===== src/rtl/lwm_pkg.sv =====
package lwm_pkg;

  // Strobes from control to datapath, valid for one sampling edge
  typedef struct packed {
    logic push;   // record a new attempt
    logic pop;    // retire the active attempt
    logic pass;   // active attempt answered inside the window
    logic fail;   // active attempt answered early or timed out
    logic ovf;    // request dropped, FIFO full
  } lwmStrobes_t;

endpackage


===== src/rtl/lwm_control.sv =====
module lwm_control
  import lwm_pkg::*;
#(
  parameter int MIN_LAT = 5,
  parameter int MAX_LAT = 10,
  parameter int TS_W    = 5
) (
  input  logic            clk,
  input  logic            rst,
  input  logic            reqIn,
  input  logic            rspIn,
  input  logic            empty,
  input  logic            full,
  input  logic [TS_W-1:0] headAge,
  output lwmStrobes_t     strb
);

  logic reqPrev, rspPrev;
  logic reqRise, rspRise;
  logic active, inWindow, expired;

  always_ff @(posedge clk) begin
    if (rst) begin
      reqPrev <= 1'b0;
      rspPrev <= 1'b0;
    end else begin
      reqPrev <= reqIn;
      rspPrev <= rspIn;
    end
  end

  assign reqRise  = reqIn & ~reqPrev;
  assign rspRise  = rspIn & ~rspPrev;
  assign active   = ~empty;
  assign inWindow = (headAge >= TS_W'(MIN_LAT)) && (headAge <= TS_W'(MAX_LAT));
  assign expired  = headAge > TS_W'(MAX_LAT);

  always_comb begin
    strb      = '0;
    // only the oldest attempt may see the response; one edge, one attempt
    strb.pass = active & rspRise & inWindow;
    strb.fail = active & ~inWindow & (rspRise | expired);
    strb.pop  = strb.pass | strb.fail;
    strb.push = reqRise & ~full;
    strb.ovf  = reqRise & full;
  end


  one_verdict_chk: assert property (@(posedge clk) disable iff (rst)
    !(strb.pass && strb.fail));

endmodule


===== src/rtl/lwm_datapath.sv =====
module lwm_datapath
  import lwm_pkg::*;
#(
  parameter int DEPTH   = 4,
  parameter int MAX_LAT = 10,
  parameter int TS_W    = 5
) (
  input  logic            clk,
  input  logic            rst,
  input  lwmStrobes_t     strb,
  output logic            empty,
  output logic            full,
  output logic [TS_W-1:0] headAge,
  output logic            passPulse,
  output logic            failPulse,
  output logic            overflowFlag
);

  localparam int PTR_W = (DEPTH > 1) ? $clog2(DEPTH) : 1;
  localparam int CNT_W = $clog2(DEPTH + 1);
  localparam int TAG_W = $clog2(DEPTH) + 2;  // wraps at >= 2*DEPTH

  logic [TS_W-1:0]  cycleCnt;
  logic [TS_W-1:0]  tsMem  [DEPTH];
  logic [TAG_W-1:0] tagMem [DEPTH];
  logic [PTR_W-1:0] wrPtr, rdPtr;
  logic [CNT_W-1:0] count;
  logic [TAG_W-1:0] issueTag, servedTag;

  function automatic logic [PTR_W-1:0] advance(input logic [PTR_W-1:0] p);
    return (p == PTR_W'(DEPTH - 1)) ? '0 : p + 1'b1;
  endfunction

  always_ff @(posedge clk) begin
    if (rst) cycleCnt <= '0;
    else     cycleCnt <= cycleCnt + 1'b1;
  end

  always_ff @(posedge clk) begin
    if (rst) begin
      for (int i = 0; i < DEPTH; i++) begin
        tsMem[i]  <= '0;
        tagMem[i] <= '0;
      end
    end else if (strb.push) begin
      tsMem[wrPtr]  <= cycleCnt;
      tagMem[wrPtr] <= issueTag;
    end
  end

  always_ff @(posedge clk) begin
    if (rst) begin
      wrPtr     <= '0;
      rdPtr     <= '0;
      count     <= '0;
      issueTag  <= '0;
      servedTag <= '0;
    end else begin
      if (strb.push) begin
        wrPtr    <= advance(wrPtr);
        issueTag <= issueTag + 1'b1;
      end
      if (strb.pop) begin
        rdPtr     <= advance(rdPtr);
        servedTag <= servedTag + 1'b1;
      end
      case ({strb.push, strb.pop})
        2'b10:   count <= count + 1'b1;
        2'b01:   count <= count - 1'b1;
        default: count <= count;
      endcase
    end
  end

  always_ff @(posedge clk) begin
    if (rst) begin
      passPulse    <= 1'b0;
      failPulse    <= 1'b0;
      overflowFlag <= 1'b0;
    end else begin
      passPulse    <= strb.pass;
      failPulse    <= strb.fail;
      overflowFlag <= overflowFlag | strb.ovf;
    end
  end

  assign empty   = (count == '0);
  assign full    = (count == CNT_W'(DEPTH));
  assign headAge = cycleCnt - tsMem[rdPtr];


  head_tag_chk: assert property (@(posedge clk) disable iff (rst)
    !empty |-> tagMem[rdPtr] == servedTag);


  count_tag_chk: assert property (@(posedge clk) disable iff (rst)
    TAG_W'(count) == TAG_W'(issueTag - servedTag));


  age_bound_chk: assert property (@(posedge clk) disable iff (rst)
    !empty |-> headAge <= TS_W'(MAX_LAT + 1));


  no_pop_empty_chk: assert property (@(posedge clk) disable iff (rst)
    empty |-> !strb.pop);


  ovf_sticky_chk: assert property (@(posedge clk) disable iff (rst)
    overflowFlag |=> overflowFlag);

endmodule


===== src/rtl/latency_window_monitor.sv =====
module latency_window_monitor
  import lwm_pkg::*;
#(
  parameter int MIN_LAT = 5,
  parameter int MAX_LAT = 10,
  parameter int DEPTH   = 4
) (
  input  logic clk,
  input  logic rst,
  input  logic reqIn,
  input  logic rspIn,
  output logic passPulse,
  output logic failPulse,
  output logic overflowFlag
);

  // ages never exceed MAX_LAT+1 while an attempt is at the head
  localparam int TS_W = $clog2(MAX_LAT + 2) + 1;

  lwmStrobes_t     strb;
  logic            empty, full;
  logic [TS_W-1:0] headAge;

  lwm_control #(
    .MIN_LAT(MIN_LAT), .MAX_LAT(MAX_LAT), .TS_W(TS_W)
  ) u_control (
    .clk(clk), .rst(rst), .reqIn(reqIn), .rspIn(rspIn),
    .empty(empty), .full(full), .headAge(headAge), .strb(strb)
  );

  lwm_datapath #(
    .DEPTH(DEPTH), .MAX_LAT(MAX_LAT), .TS_W(TS_W)
  ) u_datapath (
    .clk(clk), .rst(rst), .strb(strb),
    .empty(empty), .full(full), .headAge(headAge),
    .passPulse(passPulse), .failPulse(failPulse), .overflowFlag(overflowFlag)
  );

endmodule


===== config.mk =====
export PLATFORM = sky130hd
export DESIGN_NAME = latency_window_monitor
export DESIGN_NICKNAME = d
export VERILOG_FILES = /design/src/rtl/lwm_pkg.sv /design/src/rtl/lwm_control.sv /design/src/rtl/lwm_datapath.sv /design/src/rtl/latency_window_monitor.sv
export SDC_FILE = /design/constraint.sdc
export NUM_CORES = 1
export LEC_CHECK = 0
export ABC_AREA = 0
export BUFFER_PORTS_ARGS = -buffer_cell sky130_fd_sc_hd__buf_2
export CAP_MARGIN = 20
export CORE_MARGIN = 2
export CORE_UTILIZATION = 40
export DETAILED_ROUTE_END_ITERATION = 16
export MAX_ROUTING_LAYER = met4
export SLEW_MARGIN = 20
export SYNTH_ARGS = -nofsm -noshare
export SYNTH_HDL_FRONTEND = slang
export SYNTH_SLANG_ARGS = --single-unit

===== constraint.sdc =====
create_clock -name clk -period 4.65 [get_ports clk]
set_input_delay 0.93 -clock clk [delete_from_list [all_inputs] [get_ports clk]]
set_output_delay 0.93 -clock clk [all_outputs]
set_load 0.01 [all_outputs]

==> summary.txt, run 1 <==
GRT
  • Total Routing Usage GR: 15.22%
  • M2 GR Usage: 22.12%
  • GRT overflow: 0
  • Met3 usage: 3.729%
  • Initial antenna violation count: 0
  • GRT met1 Usage: 20.28%
  • Largest net degree at the start of global routing: 31
  • Busiest grt layer: met2
  • Global-route wire length before repair: 5.720 mm
  • Vias in the first global route: 1177

Timing
  • Final WS setup: 0.9829 ns
  • Slew @ Worst Pin: 0.5732 ns
  • RSZ-0062 raised after global routing: no
  • Max-slew violations: 0
  • Final setup fails: 0
  • Setup_tns: 0 ns
  • Final Cycle Share: 78.86%
  • Final hold vios: 0
  • Post-layout min period: 3.667 ns
  • Slew headroom: 61.49%
  • Fmax: 0.2727 GHz
  • Final Skew: 0.008151 ns

Layout
  • ANT cells: 0
  • Register area: 980.9 um^2
  • Share of layout cells above drive strength 1: 14.12%
  • Layout area overhead: 9.187%
  • Filler instances: 438
  • Nets: 183
  • Multi-input logic area: 829.5 um^2
  • Util after Layout: 44.65%

Power
  • Power Density: 490.7 mW/mm^2
  • VDD IR max: 0.2045 mV
  • Leak: 0.8237 nW

Clock tree
  • TritonCTS buffer count: 5
  • Clk Latency, worst-skew pair: 0.30 ns
  • Cts hold-fix bufs: 0
  • CTS tree: built
  • Post-CTS Setup Bufs: 0
  • Clk pin slew, worst setup/hold paths: 0.08 ns
  • Post-CTS sizing: 0
  • Clock tree buffer depth: 2
  • Root cell of the clock tree: clkbuf_8
  • Clock sinks: 39
  • CTS HTree Levels: 2

Detailed routing
  • Antenna Nets Post-Route: 0
  • Via count: 1146
  • Routed wire length: 3.274 mm
  • Number of vias per cell: 5.116
  • First DRT Iteration DRCs: 56
  • Detailed Routing Iterations Pass 1: 4
  • Post-route DRC: 0
  • WL per Instance: 14.62 um

Synth
  • Mapped Area: 0.001893 mm^2
  • Area leader, netlist: edfxtp_1
  • Syn Area/Cell: 11.83 um^2
  • Mapped Cells: 160
  • Sequential area share after synthesis: 51.82%
  • Synth Register Bits: 39
  • Post-synth top area share: 31.73%
  • Mapped Nets: 174
  • Syn. warnings: 0
  • Main area contributors after synthesis: edfxtp_1, dfxtp_1, mux4_1, ha_1, and2_1
  • Post-synthesis cell type count: 38

Floorplan
  • Io pins: 7
  • Core area: 0.004629 mm^2
  • DIE AREA: 0.005299 mm^2
  • Starting Density: 40.89%
  • # rows: 25
  • Die Wd: 72.80 um
  • Die Y: 72.80 um

Place
  • Port bufs: 6
  • Worst slack, placed: 0.9956 ns
  • Final Wtd Congestion: 0.8857
  • Hpwl dp: 2.401 mm

Hold path
  • Worst Hold Class: flip-flop to flip-flop

Setup path
  • CP Class: flip-flop to flip-flop
  • CP endpoint kind: flip-flop
  • Critical Path AT: 3.89 ns
  • Worst EP required: 4.88 ns
  • CP Max Fanout: 5
  • Type of element launching the critical path: flip-flop

Status
  • Status: completed

Run
  • Maximum Capacitance Violations: 0
power breakdown:
part           switching (W)  internal (W)  total, W
Sequential         0.0000357      0.000401  0.000437
Clock               0.000124      0.000121  0.000245
Combinational       0.000170      0.000162  0.000332
Total               0.000330      0.000685   0.00101
cells in the final DEF (no fill, tap or decap), types with 5 or more instances in the layout:
cell,synthesis,routed
and2_1,10,10
clkbuf_8,0,6
edfxtp_1,20,20
xnor2_1,5,5
ha_1,8,8
a21oi_1,8,8
nor2_1,16,16
dfxtp_1,19,19
nor3_1,8,8
inv_1,15,15
nor2b_1,5,5
nand2b_1,5,5
buf_2,0,6
flip-flops by register name (all words and copies together) (netlist names), named ones only:
name / count
u_datapath.tsMem: 20
u_datapath.cycleCnt: 5
u_datapath.count: 3
u_datapath.rdPtr: 2
u_datapath.wrPtr: 2
u_control.reqPrev: 1
u_control.rspPrev: 1
u_datapath.failPulse: 1
u_datapath.overflowFlag: 1
u_datapath.passPulse: 1
final cells by class:
cell class	instances	area share, %
clock buffers	6	3.995
inverters	16	2.906
well taps	54	3.269
repair buffers	6	1.453
flip-flops and latches	39	47.46
multi-input cells	101	40.13
clock inverters	2	0.7869
layer usage:
metal,wire length (um),part of all wire (%)
met1,1601,49
met2,1515,46
met3,107,3.3
met4,49,1.5
met5,0,0
cell usage after synthesis, drive strengths merged:
| library cell | instances |
|---|---|
| o211a | 1 |
| or3 | 2 |
| fa | 2 |
| o21ai | 2 |
| a31o | 1 |
| nand3 | 3 |
| nor4 | 1 |
| nor2 | 16 |
| mux2 | 1 |
| a21oi | 8 |
| nor2b | 5 |
| nand2b | 5 |
| buf | 2 |
| dfxtp | 19 |
| mux4 | 5 |
| nor3 | 8 |
| clkbuf | 2 |
| xnor2 | 5 |
| inv | 16 |
| nor3b | 1 |
| nand3b | 3 |
| and2 | 11 |
| xnor3 | 1 |
| a31oi | 1 |
| nand2 | 1 |
| a21o | 1 |
| xor2 | 2 |
| ha | 8 |
| and3b | 1 |
| a211oi | 1 |
| a41oi | 1 |
| or2 | 2 |
| mux2i | 2 |
| edfxtp | 20 |
through the flow:
| step | cells | instance area [um^2] | power (W) | hold WS (ns) |
|---|---|---|---|---|
| 2_1_floorplan | 160 | 1893 | 0.0007195 | 0.4442 |
| 6_report | 224 | 2067 | 0.001014 | 0.4938 |
| 3_3_place_gp | 216 | 1968 | 0.0007676 | 0.4502 |
| 4_1_cts | 224 | 2067 | 0.001025 | 0.4956 |
| 5_1_grt | 224 | 2067 | 0.001095 | 0.5390 |
| 3_5_place_dp | 216 | 1968 | 0.0007777 | 0.4754 |
worst max-delay path, stage by stage (launching register included):
cell and delay (ns):
dfxtp_1 0.47, mux4_1 0.60, ha_1 0.21, inv_1 0.07, fa_1 0.20, a21o_1 0.12
a21oi_1 0.07, xnor3_2 0.39, a31oi_4 0.20, ha_1 0.22, inv_1 0.06, fa_1 0.37
xor2_1 0.15, or3_1 0.31, a21oi_1 0.14
worst paths after layout:
kind / startpoint / to / slack, ns / cells after the start
setup / recovery: flip-flop / u_datapath.count[2] / 0.98 / 14
hold / removal: u_datapath.overflowFlag / u_datapath.overflowFlag / 0.49 / 2
setup reg to reg: flip-flop / u_datapath.count[2] / 0.98 / 14
hold reg to reg: u_datapath.overflowFlag / u_datapath.overflowFlag / 0.49 / 2
cells by family after synthesis:
logic type	synth area share, %
buffers and inverters	4.362
AOI/OAI and AO/OA	6.015
xor gates and xnor gates	4.494
muxes	8.592
DFF	51.82
and+or+nand+nor	17.32
adders and majority gates	7.403
(Power assumes the default switching activity.)
==> run 2: changes to the inputs <==
- clock period: 4.65 -> 3.7 ns (I/O delays scaled with it)
==> summary.txt, run 2 (synthesis gave the netlist of run 1 again) <==
Setup path
  • Type of element launching the critical path: flip-flop
  • Worst path bufs/invs: 2 (unchanged)
  • CP max stage cell: mux4_1
  • Crit. path cell count: 13 (-1)
  • Worst EP required: 3.92 ns (-0.96 ns)
  • CP endpoint kind: flip-flop
  • Worst Reg2Reg Path Length in Cells: 13 (-1)
  • CP delay by family, top: adder cells
  • CP Max Fanout: 5 (unchanged)
  • Critical Path AT: 3.73 ns (-0.16 ns)
  • Crit path cell chain: mux4_1 > inv_1 > ha_1 > a21o_1 > a21oi_1 > xnor3_2 > a31oi_4 > ha_2 > inv_1 > fa_1 > xor2_1 > or3_1 > a21oi_1
  • Max stage delay on crit path: 0.56 ns (-0.04 ns)
  • CP Class: flip-flop to flip-flop

Clock tree
  • CTS tree: built
  • Clk pin slew, worst setup/hold paths: 0.08 ns (about the same)
  • CTS HTree Levels: 2 (unchanged)
  • Cts hold-fix bufs: 0 (unchanged)
  • Clock sinks: 39 (unchanged)
  • Root cell of the clock tree: clkbuf_8
  • Clk Latency, worst-skew pair: 0.29 ns (about the same)
  • TritonCTS buffer count: 5 (unchanged)
  • Clock tree buffer depth: 2 (unchanged)

Layout
  • Layout area overhead: 12.29%
  • Leading cell type in the layout, fill and taps excluded: edfxtp_1
  • Most frequent cells in the layout: edfxtp_1, dfxtp_1, nor2_1
  • Share of layout cells above drive strength 1: 17.82% (+3.7 points)
  • Filler instances: 437 (-0.23%)
  • Largest register FFs: 20 (unchanged)
  • ANT cells: 0 (unchanged)
  • Largest reg by FF count: u_datapath.tsMem
  • Nets: 187 (+2.2%)
  • Top flop regs: u_datapath.tsMem: 20 flops, u_datapath.cycleCnt: 5 flops, u_datapath.count: 3 flops

Detailed routing
  • WL per Instance: 15.47 um (+5.8%)
  • Detailed Routing Iterations Pass 1: 4 (unchanged)
  • Routed wire length: 3.527 mm (+7.7%)
  • First DRT Iteration DRCs: 36 (-36%)
  • Antenna Nets Post-Route: 0 (unchanged)
  • Via count: 1184 (+3.3%)
  • Post-route DRC: 0 (unchanged)
  • Number of vias per cell: 5.193 (+1.5%)

GRT
  • Largest net degree at the start of global routing: 31 (unchanged)
  • Global-route wire length before repair: 5.920 mm (+3.5%)
  • Vias in the first global route: 1204 (+2.3%)
  • GRT overflow: 0 (unchanged)
  • Initial antenna violation count: 0 (unchanged)
  • Total Routing Usage GR: 15.88% (+0.66 points)

Timing
  • Final Skew: 0.007819 ns (-0.0003319 ns)
  • Final setup fails: 0 (unchanged)
  • Max-slew violations: 0 (unchanged)
  • RSZ-0062 raised after global routing: no
  • Slew @ Worst Pin: 0.5678 ns (-0.005335 ns)
  • Slew headroom: 61.85% (+0.36 points)
  • Post-layout min period: 3.512 ns (-0.1551 ns)
  • Final Cycle Share: 94.92% (+16 points)
  • Fmax: 0.2847 GHz (+4.4%)
  • Final WS setup: 0.1879 ns (-0.7949 ns)
  • Fin Hold WS: 0.4888 ns (-0.005011 ns)
  • Final hold vios: 0 (unchanged)
  • Setup_tns: 0 ns (unchanged)

Floorplan
  • Starting Density: 40.89% (unchanged)
  • Die Wd: 72.80 um (unchanged)
  • Io pins: 7 (unchanged)
  • DIE AREA: 0.005299 mm^2 (unchanged)
  • Core area: 0.004629 mm^2 (unchanged)
  • # rows: 25 (unchanged)
  • Die Y: 72.80 um (unchanged)

Power
  • Sw Ratio: 31.04% (-1.5 points)
  • Power Density: 651.4 mW/mm^2 (+33%)
  • Psw: 0.0004298 W (+30%)
  • VDD IR max: 0.2522 mV (+23%)
  • Comb power frac: 33.2% (+0.5 points)
  • Clock Power Share: 27.0% (+2.8 points)
  • Leak: 0.8529 nW (+3.5%)
  • Pint: 0.0009549 W (+39%)
  • Power Total: 0.001385 W (+37%)
  • Sequential power share: 39.7% (-3.4 points)

Run
  • Maximum Capacitance Violations: 0 (unchanged)

Status
  • Status: completed

Hold path
  • Hold depth: 2 (unchanged)
  • Worst Hold Class: flip-flop to flip-flop

Place
  • Worst slack, placed: -0.01140 ns (-1.007 ns)
  • Port bufs: 6 (unchanged)
  • Final Wtd Congestion: 0.8455 (-4.5%)
  • Hpwl dp: 2.647 mm (+10%)
## run 2: final timing paths
path,startpoint,slack (ns),to
max,flip-flop,0.19,u_datapath.count[2]
min,u_datapath.overflowFlag,0.49,u_datapath.overflowFlag
max reg2reg,flip-flop,0.19,u_datapath.count[2]
min reg2reg,u_datapath.overflowFlag,0.49,u_datapath.overflowFlag
## run 2: metrics by stage
stage / cell area (um^2) / instances / utilization [%]
2_1_floorplan: 1893 / 160 / -
5_1_grt: 2126 / 228 / 45.92
3_3_place_gp: 1983 / 218 / 42.84
3_5_place_dp: 1983 / 218 / 42.84
6_report: 2126 / 228 / 45.92
4_1_cts: 2106 / 226 / 45.49
## run 2: repair_timing
item | 4_1_cts | 5_1_grt
pin swaps | 0 | 2
buffers inserted | 0 | 2
gates resized for setup | 1 | 2
endpoints found under the setup margin | 1 | 1
## run 2: cell type report
cell class                 count  area (um^2)  share of cell area [%]
clock inverter                 2        38.79                   1.825
multi-input combinational    101        834.6                   39.26
inverter                      16        60.06                   2.825
tap                           54        67.56                   3.178
sequential                    39        982.2                   46.20
clock buffer                   6        82.58                   3.885
timing repair buffer          10        60.06                   2.825
## run 2: worst register-to-register path, delay by kind of cell, from the launching register on
kind / cells / cell delay [ns]
XOR/XNOR: 2 / 0.47
adder cells (fa/ha/maj): 3 / 0.87
multiplexers: 1 / 0.56
AND/OR/NAND/NOR: 1 / 0.31
flip-flops: 1 / 0.40
buffers and inverters: 2 / 0.12
AO/OA/AOI/OAI: 4 / 0.73
## run 2: power groups by stage
stage	Combinational (W)	Clock, W	Sequential (W)
2_1_floorplan	0.000360	0	0.000544
3_3_place_gp	0.000413	0	0.000554
3_5_place_dp	0.000432	0	0.000559
4_1_cts	0.000437	0.000382	0.000550
5_1_grt	0.000521	0.000404	0.000557
6_report	0.000460	0.000375	0.000550
## run 2: routing by layer
| layer | vias up | wire length, um | track usage, % |
|---|---|---|---|
| met5 | - | 0 | - |
| met4 | 0 | 76 | 5.556 |
| met3 | 9 | 128 | 5.387 |
| met2 | 21 | 1686 | 23.84 |
| met1 | 567 | 1635 | 20.11 |
| li1 | 587 | - | - |
